===== src/rtl/pwm6_pkg.sv =====
package pwm6_pkg;

  // Strobes passed from the timebase control to the channel datapath.
  typedef struct packed {
    logic run;   // block enabled
    logic tick;  // counter advances this cycle
    logic wrap;  // counter at period on a tick
    logic load;  // working copies take the inputs at this edge
  } pwmStrobes_t;

  typedef enum logic [1:0] {
    MODE_P_ONLY = 2'd0,
    MODE_N_ONLY = 2'd1,
    MODE_COMP   = 2'd2,
    MODE_SAME   = 2'd3
  } ch0Mode_e;

endpackage


===== src/rtl/pwm6_ctrl.sv =====
module pwm6_ctrl
  import pwm6_pkg::*;
#(
  parameter int WIDTH = 16
) (
  input  logic             clk,
  input  logic             rstN,
  input  logic             enable,
  input  logic             tickEn,
  input  logic [WIDTH-1:0] periodIn,
  output logic [WIDTH-1:0] count,
  output pwmStrobes_t      strobes,
  output logic             periodEnd
);

  logic [WIDTH-1:0] activePeriod;
  logic             atTop;

  assign atTop = (count == activePeriod);

  always_comb begin
    strobes.run  = enable;
    strobes.tick = enable && tickEn;
    strobes.wrap = enable && tickEn && atTop;
    strobes.load = !enable || (tickEn && atTop);
  end

  assign periodEnd = strobes.wrap;

  always_ff @(posedge clk or negedge rstN) begin
    if (!rstN) begin
      activePeriod <= '0;
    end else if (strobes.load) begin
      activePeriod <= periodIn;
    end
  end

  always_ff @(posedge clk or negedge rstN) begin
    if (!rstN) begin
      count <= '0;
    end else if (!enable || strobes.wrap) begin
      count <= '0;
    end else if (strobes.tick) begin
      count <= count + 1'b1;
    end
  end

  // the count never passes the period it is working toward
  p_count_bounded_r1: assert property (@(posedge clk) disable iff (!rstN)
    enable |-> (count <= activePeriod));

  // a wrap always restarts from zero
  p_wrap_zero_r1: assert property (@(posedge clk) disable iff (!rstN)
    strobes.wrap |=> (count == '0));

  // no tick, no movement
  p_hold_no_tick_r4: assert property (@(posedge clk) disable iff (!rstN)
    (enable && !tickEn) |=> (!enable || $stable(count)));

  // disabled keeps the counter at zero
  p_disabled_zero_r5: assert property (@(posedge clk) disable iff (!rstN)
    !enable |=> (count == '0));

  // running period copy only changes at a wrap
  p_period_hold_r3: assert property (@(posedge clk) disable iff (!rstN)
    (enable && !strobes.wrap) |=> $stable(activePeriod));

endmodule


===== src/rtl/pwm6_deadband.sv =====
module pwm6_deadband #(
  parameter int DT_WIDTH = 4
) (
  input  logic                clk,
  input  logic                rstN,
  input  logic                tick,
  input  logic                src,
  input  logic                bypass,
  input  logic [DT_WIDTH-1:0] deadTime,
  output logic                out
);

  logic [DT_WIDTH-1:0] heldTicks;

  // Counts ticks since src rose; saturates at the dead time.
  always_ff @(posedge clk or negedge rstN) begin
    if (!rstN) begin
      heldTicks <= '0;
    end else if (!src) begin
      heldTicks <= '0;
    end else if (tick && (heldTicks < deadTime)) begin
      heldTicks <= heldTicks + 1'b1;
    end
  end

  assign out = src && (bypass || (heldTicks >= deadTime));

  // falling edge follows the source at once
  p_fall_immediate_r7: assert property (@(posedge clk) disable iff (!rstN)
    !src |-> !out);

  // with a nonzero delay the output never rises together with its source
  p_no_early_rise_r7: assert property (@(posedge clk) disable iff (!rstN)
    (!bypass && (deadTime != '0) && $rose(out)) |-> $past(src));

endmodule


===== src/rtl/pwm6_datapath.sv =====
module pwm6_datapath
  import pwm6_pkg::*;
#(
  parameter int WIDTH    = 16,
  parameter int CHANNELS = 6,
  parameter int DT_WIDTH = 4
) (
  input  logic                      clk,
  input  logic                      rstN,
  input  pwmStrobes_t               strobes,
  input  logic [WIDTH-1:0]          count,
  input  logic [CHANNELS*WIDTH-1:0] dutyIn,
  input  logic [1:0]                modeSel,
  input  logic [DT_WIDTH-1:0]       deadTime,
  output logic                      pOut,
  output logic                      nOut,
  output logic [CHANNELS-2:0]       chOut
);

  localparam int SIDES = 2;

  logic [CHANNELS-1:0][WIDTH-1:0] activeDuty;
  logic [CHANNELS-1:0]            rawWave;
  logic [SIDES-1:0]               sideSrc;
  logic [SIDES-1:0]               sideOut;
  logic                           sideBypass;

  for (genvar g = 0; g < CHANNELS; g++) begin : g_chan
    always_ff @(posedge clk or negedge rstN) begin
      if (!rstN) begin
        activeDuty[g] <= '0;
      end else if (strobes.load) begin
        activeDuty[g] <= dutyIn[g*WIDTH +: WIDTH];
      end
    end

    assign rawWave[g] = strobes.run && (count < activeDuty[g]);

    if (g > 0) begin : g_plain
      assign chOut[g-1] = rawWave[g];
    end
  end

  // Channel-0 routing: side 0 is the positive output, side 1 the negative.
  always_comb begin
    sideSrc    = '0;
    sideBypass = 1'b1;
    case (ch0Mode_e'(modeSel))
      MODE_P_ONLY: sideSrc[0] = rawWave[0];
      MODE_N_ONLY: sideSrc[1] = rawWave[0];
      MODE_COMP: begin
        sideSrc[0] = rawWave[0];
        sideSrc[1] = strobes.run && !rawWave[0];
        sideBypass = 1'b0;
      end
      default: begin
        sideSrc[0] = rawWave[0];
        sideSrc[1] = rawWave[0];
      end
    endcase
  end

  for (genvar s = 0; s < SIDES; s++) begin : g_side
    pwm6_deadband #(.DT_WIDTH(DT_WIDTH)) u_band (
      .clk      (clk),
      .rstN     (rstN),
      .tick     (strobes.tick),
      .src      (sideSrc[s]),
      .bypass   (sideBypass),
      .deadTime (deadTime),
      .out      (sideOut[s])
    );
  end

  assign pOut = sideOut[0];
  assign nOut = sideOut[1];

  // the complementary pair never overlaps
  p_pair_exclusive_r8: assert property (@(posedge clk) disable iff (!rstN)
    (modeSel == MODE_COMP) |-> !(pOut && nOut));

  // disabled means every output is low
  p_disabled_low_r5: assert property (@(posedge clk) disable iff (!rstN)
    !strobes.run |-> (!pOut && !nOut && (chOut == '0)));

  // with a delay, a positive rise is preceded by a cycle with both low
  p_gap_before_p_r7: assert property (@(posedge clk) disable iff (!rstN)
    ((modeSel == MODE_COMP) && (deadTime != '0) && $rose(pOut)) |-> !$past(nOut));

  // working duty copies hold between wraps
  p_duty_hold_r3: assert property (@(posedge clk) disable iff (!rstN)
    (strobes.run && !strobes.wrap) |=> $stable(activeDuty));

endmodule


===== src/rtl/pwm6_deadtime.sv =====
module pwm6_deadtime
  import pwm6_pkg::*;
#(
  parameter int WIDTH    = 16,
  parameter int CHANNELS = 6,
  parameter int DT_WIDTH = 4
) (
  input  logic                      clk,
  input  logic                      rstN,
  input  logic                      tickEn,
  input  logic                      enable,
  input  logic [WIDTH-1:0]          periodIn,
  input  logic [CHANNELS*WIDTH-1:0] dutyIn,
  input  logic [1:0]                modeSel,
  input  logic [DT_WIDTH-1:0]       deadTime,
  output logic                      pOut,
  output logic                      nOut,
  output logic [CHANNELS-2:0]       chOut,
  output logic                      periodEnd
);

  pwmStrobes_t      strobes;
  logic [WIDTH-1:0] count;

  pwm6_ctrl #(.WIDTH(WIDTH)) u_ctrl (
    .clk       (clk),
    .rstN      (rstN),
    .enable    (enable),
    .tickEn    (tickEn),
    .periodIn  (periodIn),
    .count     (count),
    .strobes   (strobes),
    .periodEnd (periodEnd)
  );

  pwm6_datapath #(
    .WIDTH    (WIDTH),
    .CHANNELS (CHANNELS),
    .DT_WIDTH (DT_WIDTH)
  ) u_datapath (
    .clk      (clk),
    .rstN     (rstN),
    .strobes  (strobes),
    .count    (count),
    .dutyIn   (dutyIn),
    .modeSel  (modeSel),
    .deadTime (deadTime),
    .pOut     (pOut),
    .nOut     (nOut),
    .chOut    (chOut)
  );

endmodule


===== config.mk =====
export PLATFORM = sky130hd
export DESIGN_NAME = pwm6_deadtime
export DESIGN_NICKNAME = d
export VERILOG_FILES = /design/src/rtl/pwm6_pkg.sv /design/src/rtl/pwm6_ctrl.sv /design/src/rtl/pwm6_deadband.sv /design/src/rtl/pwm6_datapath.sv /design/src/rtl/pwm6_deadtime.sv
export SDC_FILE = /design/constraint.sdc
export NUM_CORES = 1
export LEC_CHECK = 0
export BUFFER_PORTS_ARGS = -buffer_cell sky130_fd_sc_hd__buf_2
export CAP_MARGIN = 20
export CORE_AREA = 2 2 155 157
export DETAILED_ROUTE_END_ITERATION = 8
export DIE_AREA = 0 0 157 159
export PLACE_DENSITY_LB_ADDON = 0.2
export SYNTH_ARGS = -nofsm -noshare
export SYNTH_HDL_FRONTEND = slang
export SYNTH_HIERARCHICAL = 1
export SYNTH_SLANG_ARGS = --single-unit
export TNS_END_PERCENT = 1

===== constraint.sdc =====
create_clock -name clk -period 2.79 [get_ports clk]
set_clock_uncertainty 0.1 [all_clocks]
set_input_delay 0.558 -clock clk [delete_from_list [all_inputs] [get_ports clk]]
set_output_delay 0.558 -clock clk [all_outputs]
set_load 0.05 [all_outputs]

* After elaboration in Yosys (flattened, before gate mapping)
Index checks and enable logic that the tools add are counted.
Cells by class: add/sub/neg operators 3, magnitude comparators 10, equality and inequality tests 5, muxes and demuxes 9, reduce and logical (&&, ||, !) cells 22
Operators with widths (number):
- $lt 16x16->1 | 6
- $mux 16 | 2
- $add 16x1->16 const B | 1
- $eq 16x16->1 | 1
- $mux 4 | 4
- $logic_and 1x1->1 | 14
- $add 4x1->4 const B | 2
- $ge 4x4->1 | 2
- $lt 4x4->1 | 2
- $logic_or 1x1->1 | 4
- $ne 2x1->1 const B | 2
- $eq 2x1->1 const B | 1
- $eq 2x2->1 const B | 1
- $logic_not 1->1 | 2
- $logic_not 2->1 | 1
- $mux 1 | 2
- $pmux 1 s2 | 1
- $reduce_bool 2->1 | 1
Word-level totals: flip-flop bits (word level) 136, input bits 122, output and inout port bits 8

* Logic depth before layout (Yosys ltp)
Gate-level depths: netlist of run 1.
depth after elaboration 6, gate-level depth with buffers 10, depth with buffers taken out 9

* By module
Netlist of run 1, hierarchy kept.
Modules (own cells, without submodules):
- pwm6_datapath | times used 1, cells an instance 618, area each 5641.7 um^2, sequential area each 2402.3 um^2
- pwm6_ctrl | times used 1, cells an instance 141, area each 1661.6 um^2, sequential area each 800.8 um^2
- pwm6_deadband | times used 2, cells an instance 37, area each 351.6 um^2, sequential area each 100.1 um^2

* Worst setup path before layout of run 1
No wires, ideal clock.
path type register to output, start register u_ctrl.count[15], end output nOut, arrival time 3007 ps, setup slack -875 ps, cell stages (with the launch flop) 9, path buffers 1, path through dfrtp_1 -> ha_1 -> nand4_1 -> nor4b_2 -> a21oi_1 -> o21ai_1 -> mux2i_1 -> clkbuf_1 -> a21boi_0
Between the ends: longest elaborated chain between the ends 6
Ends and longest elaborated chain:
- from (decl) | line pwm6_ctrl.sv:11 | output logic [WIDTH-1:0] count,
- from (signal assigned) | line pwm6_ctrl.sv:44 | count <= count + 1'b1;
- $lt 16x16->1 * | line pwm6_datapath.sv:37 | assign rawWave[g] = strobes.run && (count < activeDuty[g]);
- $logic_and 1x1->1 * | line pwm6_datapath.sv:37
- $logic_not 1->1 | line pwm6_datapath.sv:53 | sideSrc[1] = strobes.run && !rawWave[0];
- $logic_and 1x1->1 | line pwm6_datapath.sv:53
- $pmux 1 s2 * | line pwm6_datapath.sv:48 | case (ch0Mode_e'(modeSel))
- via u_datapath.sideSrc[1] | line pwm6_datapath.sv:24 | logic [SIDES-1:0] sideSrc;
- $logic_and 1x1->1 * | line pwm6_deadband.sv:26 | assign out = src && (bypass || (heldTicks >= deadTime));
- to (decl) | line pwm6_deadtime.sv:17 | output logic nOut,
Mark *: on every way through the listed nets, which the timed path passes. The rest lies on a longest branch.

* Worst setup path in the final report of run 1
Same ends and word-level chain as after synthesis.

==> metrics.md, run 1 <==
| Metric | Value |
|---|---|
| Dpl ws | `10.1 ps` |
| TritonCTS buffer count | `17` |
| Maximum vdd drop | `0.000329 V` |
| Tot Pwr | `5220 uW` |
| Leading cell type in the layout, fill and taps excluded | `dfrtp_1` |
| WL final | `20.8 mm` |
| Fin util | `43.3%` |
| Placement Cell Area | `9240 um^2` |
| Initial antenna violation count | `0` |
| Layout cells sized above 1 | `24.6%` |
| Nets | `1,210` |
| Switching share of power | `25.5%` |
| Clk root buf | `clkbuf_16` |
| Power per cell area | `519 nW/um^2` |
| Clk pwr share | `43.4%` |
| Gate power share | `14.7%` |
| WL per Instance | `15.7 um` |
| Setup CP Type | `reg -> out` |
| DRC viols | `0` |
| Worst setup SP type | `flip-flop` |
| Synth warnings | `6` |
| Die span in x | `157 um` |
| Achievable frequency | `322 MHz` |
| Crit path time final | `3100 ps` |
| Flop pwr share | `42.0%` |
| Worst-Skew Late Latency | `420 ps` |
| Mapped Area | `8000 um^2` |
| Internal Power | `3890 uW` |
| Status | `finished, violations left` |
| Finished Cell Area | `10,000 um^2` |
| TritonCTS clock tree | `built` |
| Crit path DAT | `2440 ps` |
| Hold Buf Count CTS | `0` |
| CTS H-tree depth | `4` |
| Critical path required time | `2130 ps` |
| Chip Height | `159 um` |
| Hold WC Path Type | `in -> async` |
| Post-route setup slack | `-312 ps` |
| RSZ-0062 raised after global routing | `true` |
| Mean area per synthesized cell | `9.61 um^2` |
| Layout area overhead | `25.6%` |
| Crit path capture type | `output port` |
| Worst-case clock buffer depth | `2` |
| Net Switching | `1330 uW` |
| Mapped Cells | `832` |
| Area of the die | `25,000 um^2` |
| I/O pins | `130` |
| Num rows | `56` |
| DRT antenna net count | `0` |
| Iter 0 DRT Violations | `312` |
| Setup-failing EPs final | `8` |
| Synthesized Nets | `1,055` |
| Global route overflow | `0` |
| Max cap viols | `0` |
| IO Port Bufs | `129` |
| Number of global-route vias before repair | `6,165` |
| Slew at the pin with the worst max-slew slack | `565 ps` |
| Fin crit share | `111%` |
| DRT Pass-1 Iters | `5` |
| DP HPWL | `15.1 mm` |
| Number of diodes | `0` |
| Clock sink count | `136` |
| Slew Viols, Final | `0` |
| Starting Density | `34.5%` |
| Largest net degree at the start of global routing | `59` |
| Failing checks | `setup timing` |
| Via density | `4.62` |
| Fill cells | `2,283` |
| Setup tns final | `-1430 ps` |
| Vias | `6,096` |
| RD Place Congestion | `0.797` |
| Clock-pin transition on the worst setup and hold timing paths | `60 ps` |
| GRT Util Overall | `17.4%` |
| Core area | `23,200 um^2` |
| Final Hold Fails | `0` |
| Slew margin rel. | `62.3%` |
| P_leak | `0.00527 uW` |
| Crit path max fanout | `2` |
| Most frequent cells in the layout | `135 x dfrtp_1, 120 x buf_2, 116 x nand2_1` |
| First-pass GRT wire length | `33.5 mm` |
| Reg2Reg Depth | `9` |
-- final timing paths --
path	startpoint	to	slack, ps
worst max-delay path	u_ctrl/count[15]	nOut	-310
worst min-delay path	rstN	u_ctrl/activePeriod[11]	5
worst max register to register	u_ctrl/count[10]	u_datapath/activeDuty[63]	290
worst min register to register	u_datapath/activeDuty[0]	u_datapath/activeDuty[0]	390
max in group asynchronous	rstN	u_datapath/activeDuty[75]	1880
min in group clk	dutyIn[67]	u_datapath/activeDuty[67]	250
-- registers in the layout, indices dropped and copies added (netlist names) --
name / cells
u_datapath/activeDuty: 96
u_ctrl/activePeriod: 16
u_ctrl/count: 16
u_datapath/g_side.u_band/heldTicks: 8
-- metrics by stage --
stage / instances / hold slack (ps)
2_1_floorplan: 832 / 162
3_3_place_gp: 1286 / 369
3_5_place_dp: 1286 / 368
4_1_cts: 1319 / 20.4
5_1_grt: 1319 / 46.7
6_report: 1319 / 5.44
-- power by group through the flow --
stage | sequential, uW | combinational (uW) | clock, uW
6_report | 2190 | 765 | 2260
5_1_grt | 2210 | 870 | 2420
4_1_cts | 2190 | 767 | 2320
3_5_place_dp | 2230 | 743 | 0
3_3_place_gp | 2220 | 729 | 0
2_1_floorplan | 2210 | 468 | 0
-- routing by layer --
| metal | up-vias | part of all wire (%) | routed length [um] | GRT usage (%) |
|---|---|---|---|---|
| met5 | - | 0 | 0 | 0 |
| met4 | 0 | 1.2 | 249 | 4.75 |
| met3 | 15 | 3.5 | 717 | 2.64 |
| met2 | 118 | 44 | 9170 | 26.1 |
| met1 | 2820 | 51 | 10600 | 26.1 |
| li1 | 3143 | - | - | - |
-- layout make-up --
cell class | count | area [um^2] | area share [%]
Clock buffer | 24 | 502 | 4.99
Timing Repair Buffer | 164 | 1030 | 10.3
Multi-Input combinational cell | 567 | 4240 | 42.2
Tap cell | 319 | 399 | 3.97
Clock inverter | 8 | 92.6 | 0.921
Inverter | 101 | 379 | 3.77
Sequential cell | 136 | 3400 | 33.9
-- critical path, cell delays in order (launching register included) --
cell,delay (ps)
dfrtp_1,410
ha_4,290
nand4_1,170
nor4b_4,320
a21oi_2,90
o21ai_2,110
mux2i_2,260
a21boi_4,210
buf_6,170
-- timing repair --
item / 4_1_cts / 5_1_grt
pin swaps: 9 / 6
cloned: 0 / 0
gates resized for setup: 34 / 8
endpoints found under the setup margin: 8 / 8
setup buffers: 1 / 0
(Power assumes the default switching activity.)
==> run 2, diff against run 1 <==
--- a/config.mk
+++ b/config.mk
@@ -11,6 +11,7 @@
 export DETAILED_ROUTE_END_ITERATION = 8
 export DIE_AREA = 0 0 157 159
 export PLACE_DENSITY_LB_ADDON = 0.2
+export SKIP_CTS_REPAIR_TIMING = 1
 export SYNTH_ARGS = -nofsm -noshare
 export SYNTH_HDL_FRONTEND = slang
 export SYNTH_HIERARCHICAL = 1
==> metrics.md, run 2 (synthesis gave the netlist of run 1 again) <==
| Metric | Value |
|---|---|
| Status | `finished, violations left (unchanged)` |
| Failing checks | `setup timing (unchanged)` |
| DRC viols | `0 (unchanged)` |
| DP HPWL | `15.1 mm (unchanged)` |
| Clk root buf | `clkbuf_16 (unchanged)` |
| Num rows | `56 (unchanged)` |
| Slew Viols, Final | `0 (unchanged)` |
| Hold WC Path Type | `in -> async (unchanged)` |
| RSZ-0062 raised after global routing | `true (unchanged)` |
| Max reg flops | `96 (unchanged)` |
| Max cap viols | `0 (unchanged)` |
| Crit path max fanout | `2 (unchanged)` |
| Clock-pin transition on the worst setup and hold timing paths | `60 ps (about the same)` |
| WL per Instance | `15.6 um (was 15.7 um)` |
| TritonCTS buffer count | `17 (unchanged)` |
| Crit path capture type | `output port (unchanged)` |
| Maximum vdd drop | `0.000326 V (was 0.000329 V)` |
| Flop pwr share | `42.1% (was 42.0%)` |
| Leading cell type in the layout, fill and taps excluded | `dfrtp_1 (unchanged)` |
| Achievable frequency | `329 MHz (was 322 MHz)` |
| Switching share of power | `25.4% (was 25.5%)` |
| TritonCTS clock tree | `built (unchanged)` |
| Gate power share | `14.4% (was 14.7%)` |
| Setup-failing EPs final | `8 (unchanged)` |
| GRT Util Overall | `17.3% (was 17.4%)` |
| Global route overflow | `0 (unchanged)` |
| Fill cells | `2,294 (was 2,283)` |
| Nets | `1,209 (was 1,210)` |
| Worst setup path start | `u_ctrl/count[10] (was u_ctrl/count[15])` |
| Clock sink count | `136 (unchanged)` |
| Worst-case clock buffer depth | `2 (unchanged)` |
| Initial antenna violation count | `0 (unchanged)` |
| Crit path time final | `3030 ps (was 3100 ps)` |
| Layout cells sized above 1 | `23.5% (was 24.6%)` |
| Met2 global-route usage | `25.6% (was 26.1%)` |
| Starting Density | `34.5% (unchanged)` |
| Worst reg2reg path startpoint | `u_ctrl/count[10] (unchanged)` |
| Top Registers | `u_datapath/activeDuty: 96 flops, u_ctrl/activePeriod: 16 flops, u_ctrl/count: 16 flops (unchanged)` |
| Largest net degree at the start of global routing | `59 (unchanged)` |
| Post-route setup slack | `-245 ps (was -312 ps)` |
| Top Usage Layer GRT | `met1 (was met2)` |
| WL final | `20.6 mm (was 20.8 mm)` |
| Most flops, register | `u_datapath/activeDuty (unchanged)` |
| Via density | `4.62 (about the same)` |
| DRT antenna net count | `0 (unchanged)` |
| Die span in x | `157 um (unchanged)` |
| Power per cell area | `524 nW/um^2 (was 519 nW/um^2)` |
| Chip Height | `159 um (unchanged)` |
| Layout area overhead | `24.2% (was 25.6%)` |
| Worst setup SP type | `flip-flop (unchanged)` |
| Internal Power | `3880 uW (was 3890 uW)` |
| DRT Pass-1 Iters | `4 (was 5)` |
| First-pass GRT wire length | `33.1 mm (was 33.5 mm)` |
| Worst-Skew Late Latency | `420 ps (about the same)` |
| Final Hold Fails | `0 (unchanged)` |
| Vias | `6,094 (was 6,096)` |
| Number of diodes | `0 (unchanged)` |
| Reg2Reg Setup Slack | `300 ps (was 290 ps)` |
| Register Area | `3400 um^2 (unchanged)` |
| Grt met1 use | `26.0% (was 26.1%)` |
| Area of the die | `25,000 um^2 (unchanged)` |
| Clk pwr share | `43.5% (was 43.4%)` |
| Setup CP Type | `reg -> out (unchanged)` |
| P_leak | `0.00526 uW (was 0.00527 uW)` |
| Fin crit share | `109% (was 111%)` |
| Most frequent cells in the layout | `135 x dfrtp_1, 120 x buf_2, 116 x nand2_1 (unchanged)` |
| Met3 Track Usage GR | `2.61% (was 2.64%)` |
| Slew margin rel. | `62.9% (was 62.3%)` |
| Slew at the pin with the worst max-slew slack | `553 ps (was 565 ps)` |
| WHS | `5.26 ps (was 5.44 ps)` |
| Net Switching | `1320 uW (was 1330 uW)` |
| IO Port Bufs | `129 (unchanged)` |
| Crit path DAT | `2380 ps (was 2440 ps)` |
| Tot Pwr | `5200 uW (was 5220 uW)` |
| Iter 0 DRT Violations | `346 (was 312)` |
| CTS H-tree depth | `4 (unchanged)` |
| Critical path required time | `2130 ps (about the same)` |
| Number of global-route vias before repair | `6,084 (was 6,165)` |
| I/O pins | `130 (unchanged)` |
| RD Place Congestion | `0.797 (unchanged)` |
| Multi-input logic area | `4140 um^2 (was 4240 um^2)` |
| Core area | `23,200 um^2 (unchanged)` |
| Fin util | `42.8% (was 43.3%)` |
-- run 2: metal layers --
metal	vias up	routed length [um]	part of all wire [%]
li1	3141	-	-
met1	2829	10800	52
met2	107	8930	43
met3	17	616	3.0
met4	0	299	1.5
met5	-	0	0
-- run 2: cell type report --
cell class	count	area share, %
Sequential cell	136	34.3
Clock inverter	8	0.932
Clock buffer	24	5.05
Timing Repair Buffer	163	10.3
Tap cell	319	4.02
Multi-Input combinational cell	567	41.6
Inverter	101	3.82
-- run 2: power by group through the flow --
stage / clock network [uW] / registers (uW) / logic [uW]
after floorplan: 0 / 2210 / 468
after global placement: 0 / 2220 / 729
after detailed placement: 0 / 2230 / 743
after CTS: 2320 / 2190 / 747
after global routing: 2420 / 2210 / 854
final: 2260 / 2190 / 749
-- run 2: path summary, 6_finish.rpt --
path | end | cells after the start
max | nOut | 8
min | u_ctrl/activePeriod[11] | 1
max reg2reg | u_datapath/activeDuty[47] | 9
min reg2reg | u_datapath/activeDuty[0] | 1
max in group asynchronous | u_datapath/activeDuty[75] | 2
min in group clk | u_datapath/activeDuty[90] | 3
-- run 2: through the flow --
step / TNS, ps / cells / worst slack, ps / cell area, um^2
final: -1500 / 1318 / -245 / 9930
after global routing: -2410 / 1318 / -389 / 9930
after CTS: -2960 / 1318 / -456 / 9840
after detailed placement: 0 / 1286 / 10.1 / 9240
after global placement: 0 / 1286 / 30.4 / 9240
after floorplan: -371 / 832 / -78.7 / 8020
-- run 2: worst max-delay path, cell delays in order (launching register included) --
cell and delay (ps):
dfrtp_1 390, ha_1 310, and4_1 220, nor4b_2 200
a21oi_1 100, o21ai_2 110, mux2i_2 260, a21boi_4 210
buf_6 170
